$ cat config.mk
export PLATFORM = sky130hd
export DESIGN_NAME = idx_addr_gen
export DESIGN_NICKNAME = d
export VERILOG_FILES = /design/src/rtl/idx_addr_pkg.sv /design/src/rtl/idx_addr_ctrl.sv /design/src/rtl/idx_addr_dp.sv /design/src/rtl/idx_addr_gen.sv
export SDC_FILE = /design/constraint.sdc
export NUM_CORES = 1
export LEC_CHECK = 0
export BUFFER_PORTS_ARGS = -buffer_cell sky130_fd_sc_hd__buf_4
export CORE_UTILIZATION = 57
export DETAILED_ROUTE_END_ITERATION = 10
export GPL_TIMING_DRIVEN = 0
export PLACE_DENSITY = 0.77
export SLEW_MARGIN = 40
export SYNTH_ARGS = -nofsm -noshare
export SYNTH_HDL_FRONTEND = slang
export SYNTH_SLANG_ARGS = --single-unit
$ cat constraint.sdc
create_clock -name clk -period 7.3 [get_ports clk]
set_clock_uncertainty 0.15 [all_clocks]
set_input_delay 1.46 -clock clk [delete_from_list [all_inputs] [get_ports clk]]
set_output_delay 1.46 -clock clk [all_outputs]
set_load 0.02 [all_outputs]
$ cat src/rtl/idx_addr_pkg.sv
package idx_addr_pkg;

  localparam int MODE_W = 3;

  localparam logic [MODE_W-1:0] MODE_PLAIN   = 3'd0;
  localparam logic [MODE_W-1:0] MODE_CONST   = 3'd1;
  localparam logic [MODE_W-1:0] MODE_DREG    = 3'd2;
  localparam logic [MODE_W-1:0] MODE_POSTINC = 3'd3;
  localparam logic [MODE_W-1:0] MODE_PREDEC  = 3'd4;

  // strobes from the mode decoder to the datapath
  typedef struct packed {
    logic eaEn;      // request is legal, address is valid
    logic addConst;  // add sign-extended immediate
    logic addDreg;   // add sign-extended data register
    logic preDec;    // subtract step before use
    logic wbEn;      // write updated pointer back
    logic stepTwo;   // step is 2 instead of 1
  } ctrl_t;

endpackage

$ cat src/rtl/idx_addr_ctrl.sv
module idx_addr_ctrl
  import idx_addr_pkg::*;
(
  input  logic              reqValid,
  input  logic [MODE_W-1:0] reqMode,
  input  logic              reqStep2,
  output ctrl_t             ctrl
);

  always_comb begin
    ctrl = '0;
    ctrl.stepTwo = reqStep2;
    if (reqValid) begin
      case (reqMode)
        MODE_PLAIN:   ctrl.eaEn = 1'b1;
        MODE_CONST: begin
          ctrl.eaEn     = 1'b1;
          ctrl.addConst = 1'b1;
        end
        MODE_DREG: begin
          ctrl.eaEn    = 1'b1;
          ctrl.addDreg = 1'b1;
        end
        MODE_POSTINC: begin
          ctrl.eaEn = 1'b1;
          ctrl.wbEn = 1'b1;
        end
        MODE_PREDEC: begin
          ctrl.eaEn   = 1'b1;
          ctrl.preDec = 1'b1;
          ctrl.wbEn   = 1'b1;
        end
        default: ctrl.eaEn = 1'b0;
      endcase
    end
  end

endmodule

$ cat src/rtl/idx_addr_dp.sv
module idx_addr_dp
  import idx_addr_pkg::*;
#(
  parameter int ADDR_W = 32,
  parameter int NUM_IR = 16,
  parameter int NUM_DR = 16,
  parameter int DATA_W = 16,
  parameter int OFS_W  = 12,
  localparam int IR_SEL_W = $clog2(NUM_IR),
  localparam int DR_SEL_W = $clog2(NUM_DR)
) (
  input  logic                clk,
  input  logic                rst,
  input  ctrl_t               ctrl,
  input  logic [IR_SEL_W-1:0] reqIrSel,
  input  logic [DR_SEL_W-1:0] reqDrSel,
  input  logic [OFS_W-1:0]    reqOffset,
  input  logic                ldValid,
  input  logic [IR_SEL_W-1:0] ldSel,
  input  logic [ADDR_W-1:0]   ldAddr,
  input  logic                drWrValid,
  input  logic [DR_SEL_W-1:0] drWrSel,
  input  logic [DATA_W-1:0]   drWrData,
  output logic                eaValid,
  output logic [ADDR_W-1:0]   eaAddr
);

  logic [ADDR_W-1:0] irBank [NUM_IR];
  logic [DATA_W-1:0] drBank [NUM_DR];

  logic [ADDR_W-1:0] baseVal;
  logic [ADDR_W-1:0] constExt;
  logic [ADDR_W-1:0] drExt;
  logic [ADDR_W-1:0] stepVal;
  logic [ADDR_W-1:0] addend;
  logic [ADDR_W-1:0] wbValue;

  always_comb begin
    baseVal  = irBank[reqIrSel];
    constExt = {{(ADDR_W-OFS_W){reqOffset[OFS_W-1]}}, reqOffset};
    drExt    = {{(ADDR_W-DATA_W){drBank[reqDrSel][DATA_W-1]}}, drBank[reqDrSel]};
    stepVal  = ctrl.stepTwo ? ADDR_W'(2) : ADDR_W'(1);
    if (ctrl.addConst)      addend = constExt;
    else if (ctrl.addDreg)  addend = drExt;
    else if (ctrl.preDec)   addend = '0 - stepVal;
    else                    addend = '0;
    eaAddr  = baseVal + addend;
    wbValue = ctrl.preDec ? eaAddr : baseVal + stepVal;
    eaValid = ctrl.eaEn;
  end

  // pointer bank: load command has priority over auto-modify write-back
  for (genvar g = 0; g < NUM_IR; g++) begin : gIr
    always_ff @(posedge clk) begin
      if (rst)
        irBank[g] <= '0;
      else if (ldValid && ldSel == IR_SEL_W'(g))
        irBank[g] <= ldAddr;
      else if (ctrl.wbEn && reqIrSel == IR_SEL_W'(g))
        irBank[g] <= wbValue;
    end
  end

  for (genvar g = 0; g < NUM_DR; g++) begin : gDr
    always_ff @(posedge clk) begin
      if (rst)
        drBank[g] <= '0;
      else if (drWrValid && drWrSel == DR_SEL_W'(g))
        drBank[g] <= drWrData;
    end
  end

endmodule

$ cat src/rtl/idx_addr_gen.sv
module idx_addr_gen
  import idx_addr_pkg::*;
#(
  parameter int ADDR_W = 32,
  parameter int NUM_IR = 16,
  parameter int NUM_DR = 16,
  parameter int DATA_W = 16,
  parameter int OFS_W  = 12,
  localparam int IR_SEL_W = $clog2(NUM_IR),
  localparam int DR_SEL_W = $clog2(NUM_DR)
) (
  input  logic                clk,
  input  logic                rst,
  input  logic                reqValid,
  input  logic [MODE_W-1:0]   reqMode,
  input  logic [IR_SEL_W-1:0] reqIrSel,
  input  logic [DR_SEL_W-1:0] reqDrSel,
  input  logic [OFS_W-1:0]    reqOffset,
  input  logic                reqStep2,
  input  logic                ldValid,
  input  logic [IR_SEL_W-1:0] ldSel,
  input  logic [ADDR_W-1:0]   ldAddr,
  input  logic                drWrValid,
  input  logic [DR_SEL_W-1:0] drWrSel,
  input  logic [DATA_W-1:0]   drWrData,
  output logic                eaValid,
  output logic [ADDR_W-1:0]   eaAddr
);

  ctrl_t ctrl;

  idx_addr_ctrl u_ctrl (
    .reqValid (reqValid),
    .reqMode  (reqMode),
    .reqStep2 (reqStep2),
    .ctrl     (ctrl)
  );

  idx_addr_dp #(
    .ADDR_W (ADDR_W),
    .NUM_IR (NUM_IR),
    .NUM_DR (NUM_DR),
    .DATA_W (DATA_W),
    .OFS_W  (OFS_W)
  ) u_dp (
    .clk       (clk),
    .rst       (rst),
    .ctrl      (ctrl),
    .reqIrSel  (reqIrSel),
    .reqDrSel  (reqDrSel),
    .reqOffset (reqOffset),
    .ldValid   (ldValid),
    .ldSel     (ldSel),
    .ldAddr    (ldAddr),
    .drWrValid (drWrValid),
    .drWrSel   (drWrSel),
    .drWrData  (drWrData),
    .eaValid   (eaValid),
    .eaAddr    (eaAddr)
  );

endmodule

# Word-level counts from Yosys, hierarchy flattened

Memories as Yosys holds them, arrays and structs flattened.
Index checks and enable logic that the tools add are counted.

Add/sub/neg operators: 3
Reductions and logical operators: 54
Equal/unequal tests: 49
Multiplexer cells: 221
Bitwise logic cells: 48

Operator list:

| operator                                                               | number |
|---|---|
| 32-bit two-way mux                                                     | 36 |
| 16-bit two-way mux                                                     | 16 |
| 1-bit two-way mux                                                      | 167 |
| 4-bit equality test (second input constant)                            | 24 |
| 32-bit adder                                                           | 2 |
| 4-bit by 3-bit equality test with 1-bit output (second input constant) | 12 |
| 1-bit logical AND                                                      | 48 |
| 1-bit OR                                                               | 48 |
| 1-bit by 32-bit subtractor with 32-bit output (first input constant)   | 1 |
| 4-bit by 2-bit equality test with 1-bit output (second input constant) | 6 |
| 4-bit by 1-bit equality test with 1-bit output (second input constant) | 3 |
| 4-bit logical NOT                                                      | 3 |
| 3-bit by 2-bit equality test with 1-bit output (second input constant) | 2 |
| 5-bit two-way mux                                                      | 1 |
| 5-bit OR reduction                                                     | 1 |
| 3-bit by 1-bit equality test with 1-bit output (second input constant) | 1 |
| 3-bit equality test (second input constant)                            | 1 |
| 3-bit logical NOT                                                      | 1 |
| 2-bit two-way mux                                                      | 1 |
| 2-bit OR reduction                                                     | 1 |

Output and inout bits: 33
Input bits: 85
Memories kept: 2
Flip-flop bits (word level): 0
Word-level logic and storage cells: 377
Memory bits (writable): 768

Memories:

| name        | depth | bits a word | read ports | clocked after Yosys merged registers in | wr ports | RTL line          | RTL |
|---|---|---|---|---|---|---|---|
| u_dp.irBank | 16    | 32          | 1          | 0                                       | 16       | idx_addr_dp.sv:28 | `logic [ADDR_W-1:0] irBank [NUM_IR];` |
| u_dp.drBank | 16    | 16          | 1          | 0                                       | 16       | idx_addr_dp.sv:29 | `logic [DATA_W-1:0] drBank [NUM_DR];` |

# Longest topological paths before layout

Gate-level depths: netlist (run 1).

Depth after elaboration: 10
Gate-level depth with buffers: 21
Mapped depth without buffers: 16

# Modules after synthesis

A second synthesis (run 1) with hierarchy kept.

Cell total of the unflattened synthesis: 3139
Area, all modules: 40317.4 sq um

Modules (own cells, without submodules):

| module        | seq. area each (sq um) | cells each | area an instance (sq um) | times used |
|---|---|---|---|---|
| idx_addr_dp   | 23062.1                | 3131       | 40248.6                  | 1 |
| idx_addr_ctrl | 0.0                    | 8          | 68.8                     | 1 |

# Worst setup path before layout (run 1)

OpenSTA, ideal clock, no wires.

Kind: in2out
From: input port reqDrSel[0]
To: output port eaAddr[24]
Setup slack: -0.317 ns
Stages on the path: 16
Buffers on the path: 2
Data arrival time: 6.007 ns
Data required time: 5.690 ns
Cells stage by stage: clkbuf_1 -> clkbuf_1 -> mux4_2 -> mux4_2 -> inv_1 -> o22ai_1 -> and2_1 -> ha_1 -> fa_1 -> a211oi_1 -> o21ai_0 -> a21oi_1 -> o21ai_0 -> a21boi_0 -> o31ai_1 -> xor2_1

Cells in the longest elaborated chain, start to end: 4

Ends and longest elaborated chain:

| item                    | RTL line           | RTL |
|---|---|---|
| start: declaration      | idx_addr_gen.sv:17 | `input logic [DR_SEL_W-1:0] reqDrSel,` |
| memory read 16 x 16 bit | -                  |  |
| 32-bit two-way mux      | idx_addr_dp.sv:44  | `else if (ctrl.addDreg) addend = drExt;` |
| 32-bit two-way mux      | idx_addr_dp.sv:43  | `if (ctrl.addConst) addend = constExt;` |
| 32-bit adder            | idx_addr_dp.sv:47  | `eaAddr = baseVal + addend;` |
| end: declaration        | idx_addr_gen.sv:27 | `output logic [ADDR_W-1:0] eaAddr` |

Every way passes these cells.

# Worst setup path after layout (run 1)

From: input port reqIrSel[1]
To: output port eaAddr[27]

Cells in the longest elaborated chain, start to end: 2

Ends and longest elaborated chain:

| item                    | RTL line           | RTL |
|---|---|---|
| start: declaration      | idx_addr_gen.sv:16 | `input logic [IR_SEL_W-1:0] reqIrSel,` |
| memory read 16 x 32 bit | -                  |  |
| 32-bit adder            | idx_addr_dp.sv:47  |  |

Every way passes these cells.

==> results of run 1 <==
repair_timing:
item                       CTS  global route
cloned                       0             3
gates resized for setup    103            68
pin swaps                   12            24
setup endpoints to repair  298            17
setup buffers               12            30
metrics by stage:
| step | power (uW) | setup TNS, ps | cell area, um^2 | util | setup WS [ps] |
|---|---|---|---|---|---|
| finish | 11100 | -168 | 47400 | 0.676 | -83.1 |
| detailed placement | 6710 | -319430 | 43600 | 0.622 | -1670 |
| global route | 11200 | -25.4 | 47400 | 0.676 | -18.9 |
| floorplan | 6060 | -5.54 | 40500 | - | -5.54 |
| CTS | 10900 | -34.4 | 46800 | 0.666 | -13.3 |
| global placement | 6600 | -953720 | 42200 | 0.602 | -2360 |
cell usage after synthesis, types with 3 or more instances:
library cell,count,area [um^2]
nand3b_1,7,52.6
buf_6,6,67.6
o21ai_1,4,20.0
mux4_2,160,3600
a21oi_1,50,250
a31oi_1,12,75.1
or2_2,4,25.0
a21o_1,21,158
o31a_1,3,26.3
xnor2_1,28,245
nand2_1,339,1270
nor2_1,125,469
nor3_1,13,65.1
a221o_1,17,170
a211oi_1,8,60.1
o22ai_1,12,75.1
buf_1,38,143
nor3_2,3,30.0
buf_4,7,52.6
buf_12,7,140
o31ai_1,42,315
and2_1,275,1720
nand2b_1,13,81.3
nor4_1,21,131
edfxtp_1,768,23100
clkbuf_1,240,901
a22o_1,225,1970
or4_1,16,120
buf_2,28,140
ha_1,33,413
nand3_1,31,155
o41ai_1,3,26.3
o21a_1,6,45.0
xor2_1,10,87.6
mux4_1,57,1500
inv_1,32,120
nor2b_1,12,75.1
o21ai_0,286,1430
and3_1,6,37.5
or3_1,13,81.3
nand4_1,12,75.1
a22oi_1,44,330
mux2i_1,9,90.1
o21bai_1,7,52.6
registers in the layout (all words and copies together) (netlist names):
| signal | cells |
|---|---|
| u_dp.irBank | 512 |
| u_dp.drBank | 256 |
report_power, final:
part	leakage, uW	internal [uW]	switching, uW
Clock	0.00129	2450	1800
Sequential	0.00777	5070	62.8
Combinational	0.00775	587	1090
Total	0.0168	8100	2950
critical path, cell delays in order:
cell	delay, ps
buf_4	190
buf_4	300
buf_6	270
buf_4	310
mux4_2	340
a22oi_2	400
nand2_1	260
ha_4	350
and4_4	170
and2_4	180
a221o_1	330
a31oi_4	200
inv_1	80
or4_4	520
and2_4	190
buf_4	150
logic make-up (layout without fill, tap and decap cells):
family,after synthesis,in the layout,share of synthesized area
AO/OA/AOI/OAI,761,761,0.129
buffers and inverters,361,685,0.0395
adder cells (fa/ha/maj),35,35,0.0112
flip-flops,768,768,0.570
XOR/XNOR,38,38,0.00822
AND/OR/NAND/NOR,910,910,0.113
multiplexers,228,228,0.129
other,0,7,0
routing by layer:
| metal | part of all wire | GRT usage | wire length (um) |
|---|---|---|---|
| met5 | 0.0012 | 0.0101 | 177 |
| met4 | 0.067 | 0.226 | 9690 |
| met3 | 0.17 | 0.149 | 24700 |
| met2 | 0.43 | 0.580 | 62500 |
| met1 | 0.33 | 0.514 | 48300 |
area by class of cell:
cell class              count  share of cell area
flip-flops and latches    768               0.486
multi-input cells        1972               0.355
clock buffers              96              0.0453
repair buffers            187              0.0392
plain buffers             319              0.0358
well taps                 940              0.0248
clock inverters            50              0.0106
inverters                  33             0.00269
diodes                      7            0.000369
worst max path at each step:
stage,startpoint,endpoint,cells after the start
2_1_floorplan,reqDrSel[0],eaAddr[24],16
3_3_place_gp,reqIrSel[1],u_dp.irBank[6][21],9
3_5_place_dp,reqIrSel[1],eaAddr[24],18
4_1_cts,reqDrSel[0],eaAddr[25],17
5_1_grt,reqDrSel[0],eaAddr[23],18
6_report,reqIrSel[1],eaAddr[27],16
==> impl_results.md, run 1 <==
- Post-Syn Area per Cell: 13.1 um^2
- Worst Hold Launch: drWrData[15]
- Pin slew with the least headroom to its limit: 1040 ps
- Area of the mapped netlist: 40,500 um^2
- Violated checks: negative setup slack
- CP Launch Type: input pin
- Detailed-router iteration count before antenna repair: 6
- Power density relative to cell area: 233 nW/um^2
- Std cell rows: 97
- Maximum clock path buffer count: 3
- Global-route total usage across every layer: 0.399
- Number of global-route vias before repair: 30,100
- Clock network latency to the later pin of the worst-skew pair: 660 ps
- Per-cell via count in the routed design: 7.22
- Detailed Place HPWL: 102,000 um
- Area enclosed by the die boundary: 72,100 um^2
- Filler Cells Inserted: 4,744
- Width of the die: 269 um
- Area overhead of the layout relative to synthesis: 17.1%
- Number of distinct library cells after synthesis: 80
- Combined flip-flop and latch cell area: 23,100 um^2
- Ys Warns: 0
- Fraction of the yosys area taken by sequential cells: 0.570
- TritonCTS sink count: 768
- Clock buffers created by TritonCTS: 81
- Shortest period the worst path allows: 7380 ps
- Worst-path fanout max: 10
- Residual antenna-violating net count after detailed routing: 0
- Max_cap viols: 0
- Number of cells after detailed placement: 4,182
- Number of port buffers: 74
- Normalized max-slew margin: 0.306
- Wire length per cell after detailed routing: 33.3 um
- Number of vias in the routed layout: 31,600
- Arrival @ worst endpoint: 5770 ps
- Antenna violations before repair: 8
- Min-delay worst type: input pin to register
- Number of enable-type register cells in the synthesized netlist: 768
- GRT Residual Overflow: 0
- Largest net degree at the start of global routing: 29
- Leakage power of the design: 0.0168 uW
- Routed wire length: 145,000 um
- Register bit count reported by yosys: 768
- CTS tree: done
- Nets@finish: 3,482
- Worst min-delay path endpoint: u_dp.drBank[2][15]
- Boundary pin count: 118
- Final count of hold timing violations: 0
- Slew Viols, Final: 0
- Reg2Reg Capture Point: u_dp.irBank[0][30]
- Achievable clock frequency: 0.135 GHz
- FF-to-FF Start: u_dp.drBank[14][15]
- Final setup violation count: 3
- Die Span Y: 269 um
- Path depth of the worst reg2reg path: 18
- Clock H-tree levels: 3
- Outcome: finished, violations left
- Initial Utilization: 0.577
- DRC violation count after routing: 0
- Hold Path Depth: 2
- Final WS setup: -83.1 ps
- Post-Layout Cell Count: 4,372
- Layout cells sized above 1: 0.203
- Global-route wire length before repair: 202,000 um
- Final critical-path share of the clock period: 1.01
- Final Wtd Congestion: 0.966
- Peak ir drop on the vdd network: 0.193 mV
- Most frequent standard cell in the layout excluding fill and tap cells: edfxtp_1
- Number of buffers added to fix hold violations after cts: 0
- Hold_ws: 998 ps
- Syn Nets: 3,221
- Area of the multi-input gates: 16,800 um^2
- Cells after synthesis: 3,101
- Proportion of synthesized flip-flops having asynchronous set or reset: 0
- Most used flip-flop cell after synthesis: edfxtp_1
- Clock Pin Slew Worst Setup and Hold Paths: 60 ps
- Internal reg-to-reg setup slack: 1520 ps
- Kind of critical path: input pin to primary output
- Top library cells by usage in the layout, fill and taps aside: edfxtp_1 (768), nand2_1 (333), and2_1 (269), o21ai_0 (256), a22o_1 (225)
- DRC violation total after the first TritonRoute iteration: 5,521
- Floorplan Core Area: 70,100 um^2
- Critical Path Sink Type: primary output
- CP Data Required Time: 5690 ps
- Clock root cell: clkbuf_16
(Power assumes the default switching activity.)
==> run 2, diff against run 1 <==
- clock period: 7.3 -> 6.2 ns (I/O delays scaled with it)
==> run 2 against run 1 <==
Against the previous run:
- the flow still finishes with violations (negative setup slack)
- non-clock buffer count grew 36
- sequential power grew 18%
- combinational power grew 27%
- hold slack lost 230 ps
- critical path type unchanged
- largest cell class unchanged
==> impl_results.md, run 2 (same netlist as run 1, synthesis figures left out) <==
- Outcome: finished, violations left
- Violated checks: negative setup slack
- Initial Utilization: 0.577 (unchanged)
- Residual antenna-violating net count after detailed routing: 0 (unchanged)
- Per-cell via count in the routed design: 7.20 (-0.34%)
- Shortest period the worst path allows: 6750 ps
- Met2 wire len: 64,700 um (+3.5%)
- TritonCTS sink count: 768 (unchanged)
- Number of cells after detailed placement: 4,181 (-0.024%)
- Antenna violations before repair: 8 (unchanged)
- Routed wire length: 148,000 um (+1.5%)
- Number of buffers added to fix hold violations after cts: 0 (unchanged)
- Max_cap viols: 0 (unchanged)
- Clock H-tree levels: 3 (unchanged)
- CP Data Required Time: 4810 ps (-880 ps)
- Area enclosed by the die boundary: 72,100 um^2 (unchanged)
- Clock buffers created by TritonCTS: 80 (-1.2%)
- Post-Layout Cell Count: 4,411 (+0.89%)
- Clock root cell: clkbuf_16
- Achievable clock frequency: 0.148 GHz
- Pin slew with the least headroom to its limit: 1000 ps (-36.9 ps)
- DRC violation count after routing: 0 (unchanged)
- Clock network latency to the later pin of the worst-skew pair: 670 ps (about the same)
- Boundary pin count: 118 (unchanged)
- Width of the die: 269 um (unchanged)
- Internal power: 9340 uW (+15%)
- FF-to-FF Start: u_dp.drBank[14][15]
- Area overhead of the layout relative to synthesis: 19.3%
- Final count of hold timing violations: 0 (unchanged)
- Clock Pin Slew Worst Setup and Hold Paths: 60 ps (about the same)
- Number of vias in the routed layout: 31,700 (+0.54%)
- Detailed Place HPWL: 102,000 um (+0.58%)
- Kind of critical path: input pin to primary output
- Largest net degree at the start of global routing: 26 (-10%)
- Detailed-routing wirelength on met1: 49,500 um (+2.4%)
- Die Span Y: 269 um (unchanged)
- Floorplan Core Area: 70,100 um^2 (unchanged)
- Worst Hold Launch: drWrData[1]
- Final setup violation count: 30 (+27)
- Share of total power in the clock network: 0.368 (-0.016)
- Final Wtd Congestion: 0.971 (+0.48%)
- Final WS setup: -546 ps (-463 ps)
- Layout cells sized above 1: 0.230 (+0.0264)
- Wire length on met3: 25,000 um (+1.3%)
- Global-route wire length before repair: 206,000 um (+1.8%)
- Final critical-path share of the clock period: 1.09
- Maximum clock path buffer count: 3 (unchanged)
- Detailed-router iteration count before antenna repair: 9 (+3)
- Std cell rows: 97 (unchanged)
- CTS tree: done
- Setup repair after global routing missed its margin: yes
- GRT Residual Overflow: 0 (unchanged)
- Layout Utilization: 0.688 (+0.0125)
- Psw: 3600 uW (+22%)
- Normalized max-slew margin: 0.330 (+0.0246)
- Power density relative to cell area: 268 nW/um^2 (+15%)
- DRC violation total after the first TritonRoute iteration: 5,063 (-8.3%)
- Number of global-route vias before repair: 30,100 (+0.30%)
- Largest register by flop count: u_dp.irBank
- Leading registers by flop count: u_dp.irBank (512), u_dp.drBank (256)
- Net switching fraction of the power: 0.278 (+0.0108)
- Max Used Layer: met5
- Min-delay worst type: input pin to register
- Wire length per cell after detailed routing: 33.5 um (+0.59%)
- Most frequent standard cell in the layout excluding fill and tap cells: edfxtp_1
- Global-route total usage across every layer: 0.405 (+0.00634)
- Arrival @ worst endpoint: 5360 ps (-410 ps)
- CP Launch Type: input pin
- Worst-path fanout max: 6 (-4)
- Proportion of power drawn by flip-flops and latches: 0.466 (+0.002)
- Nets@finish: 3,518 (+1.0%)
- Top library cells by usage in the layout, fill and taps aside: edfxtp_1 (768), nand2_1 (328), and2_1 (264), o21ai_0 (255), a22o_1 (225)
- Number of port buffers: 74 (unchanged)
- Final instance area: 48,300 um^2 (+1.8%)
- Peak ir drop on the vdd network: 0.246 mV (+27%)
- Area post-placement: 43,800 um^2 (+0.56%)
- Internal reg-to-reg setup slack: 530 ps (-990 ps)
- Slew Viols, Final: 0 (unchanged)
- Hold_ws: 767 ps (-232 ps)
- Leakage power of the design: 0.0172 uW (+2.2%)
- Critical Path Sink Type: primary output
- Relative contribution of combinational cells to total power: 0.165 (+0.013)
- Setup crit start: reqDrSel[0]
- Largest register FFs: 512 (unchanged)
-- run 2: cell types whose count changed in the layout (fill, tap and decap cells not counted), moves of 6 or more --
cell       delta
buf_6        +29
xnor2_2       +9
ha_4          +6
bufinv_16     -6
xnor2_1      -13
-- run 2: layout make-up --
class / instances / area (um^2)
sequential: 768 / 23100
timing repair inverter: 1 / 11.3
clock buffer: 97 / 2090
buffer: 320 / 1810
timing repair buffer: 222 / 2200
antenna: 8 / 20.0
fill: 4733 / 21900
inverter: 33 / 138
clock inverter: 50 / 443
multi-input combinational: 1972 / 17400
tap: 940 / 1180
-- run 2: path summary, 6_finish.rpt --
check / cells past startpoint / to
min: 2 / u_dp.drBank[14][1]
max reg2reg: 17 / u_dp.irBank[2][29]
max: 17 / eaAddr[30]
min reg2reg: 6 / u_dp.irBank[13][20]
-- run 2: metal layers --
metal,vias to the layer above,track usage
li1,12600,-
met1,15600,0.533
met2,3018,0.597
met3,545,0.146
met4,6,0.200
met5,-,0
-- run 2: power groups by stage --
stage / registers, uW / logic [uW] / clock network (uW)
4_1_cts: 6030 / 1940 / 4700
6_report: 6030 / 2140 / 4770
3_5_place_dp: 6140 / 1800 / 0
2_1_floorplan: 6120 / 1040 / 0
5_1_grt: 6050 / 2180 / 4900
3_3_place_gp: 6150 / 1660 / 0
-- run 2: critical path, stage by stage --
cell and delay, ps:
clkbuf_16 130, clkbuf_16 160, buf_4 130, mux4_2 500
mux4_2 480, inv_1 80, o22ai_1 110, and2_4 220
ha_4 320, nand2_2 140, o21bai_4 210, nand3_2 150
or4_4 560, buf_6 160, and3_4 210, a211oi_4 380
buf_6 170
-- run 2: repair_timing --
item,4_1_cts,5_1_grt
setup endpoints to repair,327,46
setup buffers,49,32
pin swaps,42,47
gates cloned,3,1
gates resized for setup,161,87
-- run 2: through the flow --
| stage | setup WS, ps | setup TNS [ps] | power (uW) |
|---|---|---|---|
| 5_1_grt | -593 | -9780 | 13100 |
| 2_1_floorplan | -174 | -971 | 7160 |
| 4_1_cts | -494 | -7470 | 12700 |
| 3_5_place_dp | -1610 | -384360 | 7940 |
| 6_report | -546 | -8620 | 12900 |
| 3_3_place_gp | -2890 | -1336320 | 7810 |
